[src/rtl/i2c_trig_pkg.sv]
package i2c_trig_pkg;

  typedef enum logic [2:0] {
    EV_START     = 3'd0,
    EV_RESTART   = 3'd1,
    EV_STOP      = 3'd2,
    EV_NOACK     = 3'd3,
    EV_ADDR      = 3'd4,
    EV_DATA      = 3'd5,
    EV_ADDR_DATA = 3'd6,
    EV_NONE      = 3'd7
  } trig_sel_e;

  typedef struct packed {
    logic start;
    logic restart;
    logic stop;
    logic noack;
    logic addr_hit;
    logic data_hit;
    logic pair_hit;
  } bus_evt_t;

endpackage

[src/rtl/i2c_line_sync.sv]
module i2c_line_sync #(
  parameter int STAGES = 3
) (
  input  logic clk,
  input  logic rst_n,
  input  logic line_in,
  output logic line_q,
  output logic line_prev
);

  localparam int LAST = STAGES - 1;

  logic [LAST:0] stage_q;
  logic [LAST:0] stage_d;

  always_comb begin
    stage_d = {stage_q[LAST-1:0], line_in};
  end

  always_ff @(posedge clk or negedge rst_n) begin
    if (!rst_n) stage_q <= '1;
    else        stage_q <= stage_d;
  end

  assign line_q    = stage_q[LAST-1];
  assign line_prev = stage_q[LAST];


  stage_shift_chk: assert property (@(posedge clk) disable iff (!rst_n)
    line_prev == $past(line_q));

endmodule

[src/rtl/i2c_bit_engine.sv]
module i2c_bit_engine #(
  parameter int BYTE_W = 8,
  parameter int IDX_W  = 2
) (
  input  logic              clk,
  input  logic              rst_n,
  input  logic              xfer_open,
  input  logic              scl_rise,
  input  logic              sda_s,
  input  logic              start_c,
  input  logic              stop_c,
  output logic              byte_done,
  output logic [BYTE_W-1:0] byte_val,
  output logic              ack_bit,
  output logic [IDX_W-1:0]  byte_idx
);

  localparam int CNT_W = $clog2(BYTE_W + 1);
  localparam logic [CNT_W-1:0] ACK_SLOT = CNT_W'(BYTE_W);
  localparam logic [IDX_W-1:0] IDX_MAX  = '1;

  logic [CNT_W-1:0]  cnt_q, cnt_d;
  logic [BYTE_W-1:0] sh_q, sh_d;
  logic [IDX_W-1:0]  idx_q, idx_d;
  logic              done_c;

  always_comb begin
    cnt_d  = cnt_q;
    sh_d   = sh_q;
    idx_d  = idx_q;
    done_c = 1'b0;
    if (start_c || stop_c) begin
      cnt_d = '0;
      sh_d  = '0;
      idx_d = '0;
    end else if (scl_rise && xfer_open) begin
      if (cnt_q == ACK_SLOT) begin
        done_c = 1'b1;
        cnt_d  = '0;
        if (idx_q != IDX_MAX) idx_d = idx_q + 1'b1;
      end else begin
        sh_d  = {sh_q[BYTE_W-2:0], sda_s};
        cnt_d = cnt_q + 1'b1;
      end
    end
  end

  always_ff @(posedge clk or negedge rst_n) begin
    if (!rst_n) begin
      cnt_q <= '0;
      sh_q  <= '0;
      idx_q <= '0;
    end else begin
      cnt_q <= cnt_d;
      sh_q  <= sh_d;
      idx_q <= idx_d;
    end
  end

  assign byte_done = done_c;
  assign byte_val  = sh_q;
  assign ack_bit   = sda_s;
  assign byte_idx  = idx_q;


  abort_clr_chk: assert property (@(posedge clk) disable iff (!rst_n)
    (start_c || stop_c) |=> (cnt_q == '0 && idx_q == '0));


  cnt_range_chk: assert property (@(posedge clk) disable iff (!rst_n)
    cnt_q <= ACK_SLOT);

endmodule

[src/rtl/i2c_match_unit.sv]
module i2c_match_unit #(
  parameter int BYTE_W = 8,
  parameter int ADDR_W = 10,
  parameter int IDX_W  = 2
) (
  input  logic              clk,
  input  logic              rst_n,
  input  logic              start_c,
  input  logic              stop_c,
  input  logic              byte_done,
  input  logic [BYTE_W-1:0] byte_val,
  input  logic [IDX_W-1:0]  byte_idx,
  input  logic [ADDR_W-1:0] addr_val,
  input  logic              addr_10b,
  input  logic [BYTE_W-1:0] data_val,
  output logic              addr_hit,
  output logic              data_hit,
  output logic              pair_hit
);

  localparam logic [4:0] HDR10 = 5'b11110;

  logic hi_ok_q, hi_ok_d;
  logic addr_ok_q, addr_ok_d;
  logic hdr_match, first_b, second_b, data_phase;

  always_comb begin
    first_b    = (byte_idx == IDX_W'(0));
    second_b   = (byte_idx == IDX_W'(1));
    data_phase = addr_10b ? (byte_idx >= IDX_W'(2)) : !first_b;
    hdr_match  = (byte_val[7:3] == HDR10) && (byte_val[2:1] == addr_val[9:8]);
    addr_hit   = byte_done && (addr_10b
                 ? (second_b && hi_ok_q && byte_val == addr_val[7:0])
                 : (first_b && byte_val[7:1] == addr_val[6:0]));
    data_hit   = byte_done && data_phase && (byte_val == data_val);
    pair_hit   = data_hit && addr_ok_q;

    hi_ok_d   = hi_ok_q;
    addr_ok_d = addr_ok_q;
    if (start_c || stop_c) begin
      hi_ok_d   = 1'b0;
      addr_ok_d = 1'b0;
    end else begin
      if (byte_done && first_b) hi_ok_d = hdr_match;
      if (addr_hit)             addr_ok_d = 1'b1;
    end
  end

  always_ff @(posedge clk or negedge rst_n) begin
    if (!rst_n) begin
      hi_ok_q   <= 1'b0;
      addr_ok_q <= 1'b0;
    end else begin
      hi_ok_q   <= hi_ok_d;
      addr_ok_q <= addr_ok_d;
    end
  end


  pair_clear_chk: assert property (@(posedge clk) disable iff (!rst_n)
    (start_c || stop_c) |=> !addr_ok_q);


  data_not_first_chk: assert property (@(posedge clk) disable iff (!rst_n)
    data_hit |-> (byte_idx != IDX_W'(0)));

endmodule

[src/rtl/i2c_event_trigger.sv]
module i2c_event_trigger
  import i2c_trig_pkg::*;
#(
  parameter int SYNC_STAGES = 3,
  parameter int BYTE_W      = 8,
  parameter int ADDR_W      = 10,
  parameter int IDX_W       = 2
) (
  input  logic              clk,
  input  logic              rst_n,
  input  logic              scl_in,
  input  logic              sda_in,
  input  logic [2:0]        ev_sel,
  input  logic [ADDR_W-1:0] addr_val,
  input  logic              addr_10b,
  input  logic [BYTE_W-1:0] data_val,
  output logic              trig_out
);

  localparam int NLINES = 2;

  logic [1:0] rst_sync_q;
  logic       rst_ni;

  always_ff @(posedge clk or negedge rst_n) begin
    if (!rst_n) rst_sync_q <= '0;
    else        rst_sync_q <= {rst_sync_q[0], 1'b1};
  end
  assign rst_ni = rst_sync_q[1];

  logic [NLINES-1:0] raw_in, lq, lp;
  assign raw_in = {sda_in, scl_in};

  for (genvar g = 0; g < NLINES; g++) begin : g_line
    i2c_line_sync #(.STAGES(SYNC_STAGES)) u_sync (
      .clk       (clk),
      .rst_n     (rst_ni),
      .line_in   (raw_in[g]),
      .line_q    (lq[g]),
      .line_prev (lp[g])
    );
  end

  logic scl_s, scl_rise, sda_s, start_c, stop_c;
  assign scl_s    = lq[0];
  assign scl_rise = lq[0] & ~lp[0];
  assign sda_s    = lq[1];
  assign start_c  = scl_s & lp[1] & ~lq[1];
  assign stop_c   = scl_s & ~lp[1] & lq[1];

  logic open_q, open_d;
  always_comb begin
    open_d = open_q;
    if (stop_c)       open_d = 1'b0;
    else if (start_c) open_d = 1'b1;
  end

  logic              byte_done, ack_bit;
  logic [BYTE_W-1:0] byte_val;
  logic [IDX_W-1:0]  byte_idx;

  i2c_bit_engine #(.BYTE_W(BYTE_W), .IDX_W(IDX_W)) u_bits (
    .clk       (clk),
    .rst_n     (rst_ni),
    .xfer_open (open_q),
    .scl_rise  (scl_rise),
    .sda_s     (sda_s),
    .start_c   (start_c),
    .stop_c    (stop_c),
    .byte_done (byte_done),
    .byte_val  (byte_val),
    .ack_bit   (ack_bit),
    .byte_idx  (byte_idx)
  );

  bus_evt_t evt;

  i2c_match_unit #(.BYTE_W(BYTE_W), .ADDR_W(ADDR_W), .IDX_W(IDX_W)) u_match (
    .clk       (clk),
    .rst_n     (rst_ni),
    .start_c   (start_c),
    .stop_c    (stop_c),
    .byte_done (byte_done),
    .byte_val  (byte_val),
    .byte_idx  (byte_idx),
    .addr_val  (addr_val),
    .addr_10b  (addr_10b),
    .data_val  (data_val),
    .addr_hit  (evt.addr_hit),
    .data_hit  (evt.data_hit),
    .pair_hit  (evt.pair_hit)
  );

  assign evt.start   = start_c & ~open_q;
  assign evt.restart = start_c & open_q;
  assign evt.stop    = stop_c;
  assign evt.noack   = byte_done & ack_bit;

  trig_sel_e sel;
  logic      trig_q, trig_d;
  assign sel = trig_sel_e'(ev_sel);

  always_comb begin
    unique case (sel)
      EV_START:     trig_d = evt.start;
      EV_RESTART:   trig_d = evt.restart;
      EV_STOP:      trig_d = evt.stop;
      EV_NOACK:     trig_d = evt.noack;
      EV_ADDR:      trig_d = evt.addr_hit;
      EV_DATA:      trig_d = evt.data_hit;
      EV_ADDR_DATA: trig_d = evt.pair_hit;
      default:      trig_d = 1'b0;
    endcase
  end

  always_ff @(posedge clk or negedge rst_ni) begin
    if (!rst_ni) begin
      open_q <= 1'b0;
      trig_q <= 1'b0;
    end else begin
      open_q <= open_d;
      trig_q <= trig_d;
    end
  end

  assign trig_out = trig_q;


  pulse_width_chk: assert property (@(posedge clk) disable iff (!rst_ni)
    trig_q |=> !trig_q);


  start_opens_chk: assert property (@(posedge clk) disable iff (!rst_ni)
    (start_c && !stop_c) |=> open_q);


  stop_closes_chk: assert property (@(posedge clk) disable iff (!rst_ni)
    stop_c |=> !open_q);


  byte_only_ack_chk: assert property (@(posedge clk) disable iff (!rst_ni)
    (evt.addr_hit || evt.data_hit || evt.noack) |-> scl_rise);

endmodule

[config.mk]
export PLATFORM = sky130hd
export DESIGN_NAME = i2c_event_trigger
export DESIGN_NICKNAME = d
export VERILOG_FILES = /design/src/rtl/i2c_trig_pkg.sv /design/src/rtl/i2c_line_sync.sv /design/src/rtl/i2c_bit_engine.sv /design/src/rtl/i2c_match_unit.sv /design/src/rtl/i2c_event_trigger.sv
export SDC_FILE = /design/constraint.sdc
export NUM_CORES = 1
export LEC_CHECK = 0
export ABC_AREA = 1
export BUFFER_PORTS_ARGS = -buffer_cell sky130_fd_sc_hd__buf_2
export CORE_UTILIZATION = 30
export CTS_BUF_LIST = sky130_fd_sc_hd__clkbuf_4
export DETAILED_ROUTE_END_ITERATION = 12
export PLACE_DENSITY = 0.57
export SLEW_MARGIN = 20
export SYNTH_ARGS = -nofsm -noshare
export SYNTH_HDL_FRONTEND = slang
export SYNTH_SLANG_ARGS = --single-unit
[constraint.sdc]
create_clock -name clk -period 0.9 [get_ports clk]
set_clock_uncertainty 0.1 [all_clocks]
set_input_delay 0.18 -clock clk [delete_from_list [all_inputs] [get_ports clk]]
set_output_delay 0.18 -clock clk [all_outputs]
set_load 0.005 [all_outputs]
# Yosys cells after proc, flatten, opt, wreduce, memory -nomap -nowiden
# Index checks and enable logic that the tools add are counted.
[classes] eq_ne=15 addsub=2 muxes=22 n_lt_le_gt_ge=1 n_reduce_logical=22 n_bitwise=12
[ops] cell="$mux 8" n=3
[ops] cell="$eq 8x8->1" n=2
[ops] cell="$mux 4" n=3
[ops] cell="$reduce_bool 2->1" n=6
[ops] cell="$mux 1" n=11
[ops] cell="$logic_and 1x1->1" n=10
[ops] cell="$eq 3x3->1 const B" n=3
[ops] cell="$and 1x1->1" n=8
[ops] cell="$mux 2" n=4
[ops] cell="$eq 7x7->1" n=1
[ops] cell="$pmux 1 s7" n=1
[ops] cell="$eq 3x2->1 const B" n=2
[ops] cell="$eq 5x5->1 const B" n=1
[ops] cell="$add 4x1->4 const B" n=1
[ops] cell="$eq 4x4->1 const B" n=1
[ops] cell="$not 1->1" n=4
[ops] cell="$eq 3x1->1 const B" n=1
[ops] cell="$logic_not 3->1" n=1
[ops] cell="$reduce_and 3->1" n=1
[ops] cell="$add 2x1->2 const B" n=1
[ops] cell="$eq 2x1->1 const B" n=1
[ops] cell="$eq 2x2->1" n=1
[ops] cell="$ge 2x2->1 const B" n=1
[ops] cell="$logic_not 2->1" n=1
[ops] cell="5 further kinds" n=5
[totals] out_inout_bits=1 input_bits=26 reg_bits=26 wordCells=84

# Depth between registers and ports, before layout
[logic_depth] ltp_word=9 ltp_mapped=12 depth_no_buf=12

# By module
# Synthesis repeated with hierarchy kept, for this count alone.
[hier_totals] hier_cells=237 area_unflattened_um2=1692.9
[modules_own_cells] mod="i2c_bit_engine" cells_per_inst=91 area_per_inst_um2=749.5 instances=1 seq_area_each_um2=350.3
[modules_own_cells] mod="i2c_match_unit" cells_per_inst=107 area_per_inst_um2=543.0 instances=1 seq_area_each_um2=50.0
[modules_own_cells] mod="i2c_event_trigger" cells_per_inst=33 area_per_inst_um2=242.7 instances=1 seq_area_each_um2=100.1
[modules_own_cells] mod="i2c_line_sync" cells_per_inst=3 area_per_inst_um2=78.8 instances=2 seq_area_each_um2=78.8

# Worst setup path before layout
# OpenSTA, ideal clock, no wires.
[synth_path] path_kind="register to register" start="register u_bits.idx_q[0], in the netlist u_bits.byte_idx[0]" end="register trig_q, in the netlist trig_out" t_required_ns=0.735 n_path_buf=0 arrival_ns=1.232 path_slack_ns=-0.497 setup_ns=0.065 path_stages_with_launch=13 synth_period_minus_slack_ns=1.397 path_cell_list="dfrtp_1 inv_1 ha_1 inv_1 nor2_1 nand3_1 nor2_1 nand3_1 nand2_1 nand2_1 nand2_1 nand2_1 nand2_1"
[synth_via] elab_chain_len=7 word_cells_on_any_way=14 classes_between="order compare: 1; eq/ne: 1; mux: 3; reduce/logical: 9"
[synth_lines] element="start, declared" line_no="i2c_bit_engine.sv:24" text="logic [IDX_W-1:0] idx_q, idx_d;"
[synth_lines] element="start signal, assigned" line_no="i2c_bit_engine.sv:56" text="idx_q <= idx_d;"
[synth_lines] element="branches (longest 6 deep; another with $ge 2x2->1)"
[synth_lines] element="$pmux 1 s7 (*)" line_no="i2c_event_trigger.sv:104" text="unique case (sel)"
[synth_lines] element="named net trig_d" line_no="i2c_event_trigger.sv:100" text="logic trig_q, trig_d;"
[synth_lines] element="end signal, assigned" line_no="i2c_event_trigger.sv:122" text="trig_q <= trig_d;"
[synth_lines] element="end, declared" line_no="i2c_event_trigger.sv:100"
# Mark *: on every way through the listed nets, which the timed path passes.
# A chain may end at the register's enable or synchronous reset.

# Final worst setup path
[layout_path] start="register g_line[0].u_sync.stage_q[1]" end="register u_bits.sh_q[1], in the netlist u_bits.byte_val[1]"
[layout_via] elab_chain_len=5 word_cells_on_any_way=11 classes_between="eq/ne: 1; mux: 1; bitwise: 5; reduce/logical: 4"
[layout_lines] element="start, declared" line_no="i2c_line_sync.sv:13" text="logic [LAST:0] stage_q;"
[layout_lines] element="start signal, assigned" line_no="i2c_line_sync.sv:22" text="else stage_q <= stage_d;"
[layout_lines] element="$and 1x1->1 (on tied branches) (2 in a row)" line_no="i2c_event_trigger.sv:48, i2c_event_trigger.sv:49"
[layout_lines] element="$logic_or 1x1->1" line_no="i2c_bit_engine.sv:32" text="if (start_c || stop_c) begin"
[layout_lines] element="$ne 2x1->1 (no source line) or $reduce_bool 2->1 (tied branches)"
[layout_lines] element="$reduce_and 2->1 (no source line)"
[layout_lines] element="end signal, assigned" line_no="i2c_bit_engine.sv:51" text="sh_q <= '0;"
[layout_lines] element="end signal, assigned" line_no="i2c_bit_engine.sv:55" text="sh_q <= sh_d;"
[layout_lines] element="end, declared" line_no="i2c_bit_engine.sv:23" text="logic [BYTE_W-1:0] sh_q, sh_d;"
# Several ways; a longest one is shown, not always the timed one.

==> flow_summary.yaml <==
synth:
  synth_seq_cells: 26
  synth_area_mm2: 0.00161
  async_flop_share_pct: 100
  synth_ff_type: "dfrtp_1"
  syn_nets: 235
  ys_seq_area_share_pct: 40.8
  ys_types: 33
  ys_warn_count: 0
  synth_cells: 203
  syn_avg_cell_area_um2: 7.94
  synth-edff-count: 0
critical_path:
  cp_cell_sequence: "inv_2 -> nor2_2 -> nand2_2 -> nand2_4 -> inv_8 -> o21ai_2 -> buf_6 -> o22ai_1"
  crit_required_ns: 1.03
  crit_type: "reg2reg"
  cpMaxStageDelayCell: "dfstp_2"
  crit_path_end_kind: "flip-flop"
  worstPathMaxFanout: 8
  cp.arrival_ns: 1.61
  critPathMaxStageDelay_ns: 0.57
  critPathLaunchType: "flip-flop"
power_and_ir_drop:
  p_leak_nw: 1.18
  power_density_mw_per_mm2: 1210
  ir_worst_vdd_v: 0.000724
detailed_routing:
  postRouteAntennaNets: 0
  vias: 1525
  drc: 0
  wire_per_inst_um: 11.4
  drtIter0Drc: 43
  drtPass1Iterations: 4
  postRouteWirelength_mm: 3.98
  routed_via_density: 4.36
status:
  status: "finished with violations"
  violations: "setup timing"
clock_tree:
  clk_latency_ns: 0.33
  htreeDepth: 1
  tritoncts: "yes"
  cts_inserted_buffers: 3
  cts.path.max_buffers: 2
  clkTransAtPathRegs_ns: 0.15
  cts.sink_count: 26
  root_buffer: "clkbuf_4"
global_routing:
  grt_first_pass_wirelength_mm: 6.30
  grt_max_degree: 16
  grtUsageTotal_pct: 14.7
  antenna_found_initial: 0
  overflow: 0
  grt_pass1_vias: 1494
final_layout:
  nets: 313
  drive_above_1_share_pct: 46.8
  area_growth_pct: 50.1
  diodes: 0
  fin_util_pct: 47.1
timing:
  final_hold_viol_count: 0
  slew_viol_final: 0
  setup_slack_ns: -0.578
  period_minus_slack_ns: 1.48
  setup-tns-final_ns: -9.73
  rsz0062_at_grt: "yes"
  fmax_mhz: 677
  setup_viol: 19
  fin_crit_sh_pct: 164
floorplanning:
  core_mm2: 0.00514
  die_h_um: 75.3
  io_pins: 27
  rows: 26
  die_area_mm2: 0.00567
  start_util_pct: 31.4
  die_x_um: 75.3
job:
  cap_viol_max_count: 0
placement:
  place_congestion: 0.774
  dp_hpwl_mm: 2.96
  numPortBuffers: 26
  post-place-ws_ns: -0.602
worst_hold_path:
  hp-class: "in2async"
==> placed cells by master (no fill, tap or decap), types with 4 or more instances in the layout <==
| cell | netlist | routed |
|---|---|---|
| o21ai_1 | 7 | 7 |
| nand2_1 | 45 | 43 |
| xor2_1 | 9 | 9 |
| o22ai_2 | 0 | 6 |
| dfstp_2 | 6 | 6 |
| xnor2_1 | 4 | 4 |
| buf_4 | 0 | 37 |
| nand4_1 | 5 | 5 |
| ha_1 | 6 | 5 |
| inv_2 | 11 | 15 |
| buf_2 | 1 | 26 |
| dlygate4sd3_1 | 0 | 4 |
| inv_1 | 24 | 19 |
| nor2_1 | 20 | 17 |
| buf_6 | 0 | 6 |
| nand3_1 | 10 | 7 |
| dfrtp_1 | 20 | 20 |
| nor2_4 | 1 | 4 |
| nand3_2 | 2 | 5 |
==> flip-flops by register name, summed over array words and instances (netlist names) <==
register	flops
u_bits.byte_val	8
g_line.u_sync.stage_q	6
u_bits.cnt_q	4
rst_sync_q	2
u_bits.byte_idx	2
open_q	1
trig_out	1
u_match.addr_ok_q	1
u_match.hi_ok_q	1
==> power breakdown <==
part,leakage (nW),switching [W],internal (W)
Sequential,0.331,0.0000563,0.00124
Clock,0.0279,0.000392,0.000450
Combinational,0.823,0.000397,0.000384
==> layout make-up <==
class / instances / area (µm²)
Clock buffer: 3 / 22.5
Clock inverter: 1 / 30.0
Fill cell: 519 / 2720
Inverter: 37 / 156
Multi-Input combinational cell: 140 / 948
Sequential cell: 26 / 658
Tap cell: 70 / 87.6
Timing Repair Buffer: 73 / 515
==> critical path, delay by kind of cell, from the launching register on <==
kind                   cells  cell delay (ns)
DFF                        1             0.57
AOI/OAI and AO/OA          2             0.14
buffers and inverters      3             0.27
and+or+nand+nor            3             0.29
==> worst paths after layout <==
path / start / depth (start not counted) / slack, ns / end
setup reg to reg: g_line[0].u_sync.stage_q[1] / 8 / -0.58 / u_bits.byte_val[1]
max in group asynchronous: rst_sync_q[1] / 1 / 0.24 / u_bits.byte_val[0]
hold / removal: rst_n / 2 / 0.04 / rst_sync_q[0]
setup / recovery: g_line[0].u_sync.stage_q[1] / 8 / -0.58 / u_bits.byte_val[1]
hold reg to reg: g_line[0].u_sync.stage_q[0] / 0 / 0.27 / g_line[0].u_sync.stage_q[1]
min in group clk: addr_val[8] / 4 / 0.05 / u_match.hi_ok_q
==> cells by family (layout without fill, tap and decap cells) <==
kind of cell    Yosys count  in the layout  synth area share (%)
fa+ha+maj                 6              6                  4.66
compound gates           25             25                  9.78
buf+inv                  38            114                  9.32
simple gates             94             95                  28.1
flops                    26             26                  40.8
other cells               1              1                 0.233
xor+xnor                 13             13                  7.07
==> synth_stat cells (all sizes together) (3+ instances only) <==
| master | count | area share (%) |
|---|---|---|
| a21oi | 5 | 1.8 |
| dfrtp | 20 | 31 |
| dfstp | 6 | 9.8 |
| ha | 6 | 4.7 |
| inv | 36 | 8.7 |
| nand2 | 48 | 12 |
| nand3 | 14 | 6.5 |
| nand4 | 5 | 1.9 |
| nor2 | 22 | 5.7 |
| o21ai | 11 | 4.1 |
| o22ai | 8 | 3.1 |
| or2 | 3 | 1.2 |
| xnor2 | 4 | 2.2 |
| xor2 | 9 | 4.9 |
==> per-layer routing <==
layer	track usage [%]	wire, µm
met4	3.09	21
met2	27.4	1990
met1	18.0	1840
met5	0	0
met3	2.12	124
==> repair_timing <==
action	CTS	global route
hold buffers	4	0
cloned	0	1
pin swaps	6	4
resized for setup	20	17
setup buffers	4	3
endpoints found under the hold margin	5	0
setup endpoints to repair	19	19
==> through the flow <==
| stage | instances | hold WS [ns] | total power, W | instance area, µm² |
|---|---|---|---|---|
| floorplan | 203 | -0.216 | 0.00163 | 1620 |
| global placement | 334 | -0.134 | 0.00191 | 2100 |
| detailed placement | 334 | -0.134 | 0.00191 | 2100 |
| CTS | 346 | 0.0231 | 0.00287 | 2310 |
| global route | 350 | 0.0291 | 0.00309 | 2420 |
| finish | 350 | 0.0382 | 0.00292 | 2420 |
Power figures use the tool's default switching activity.
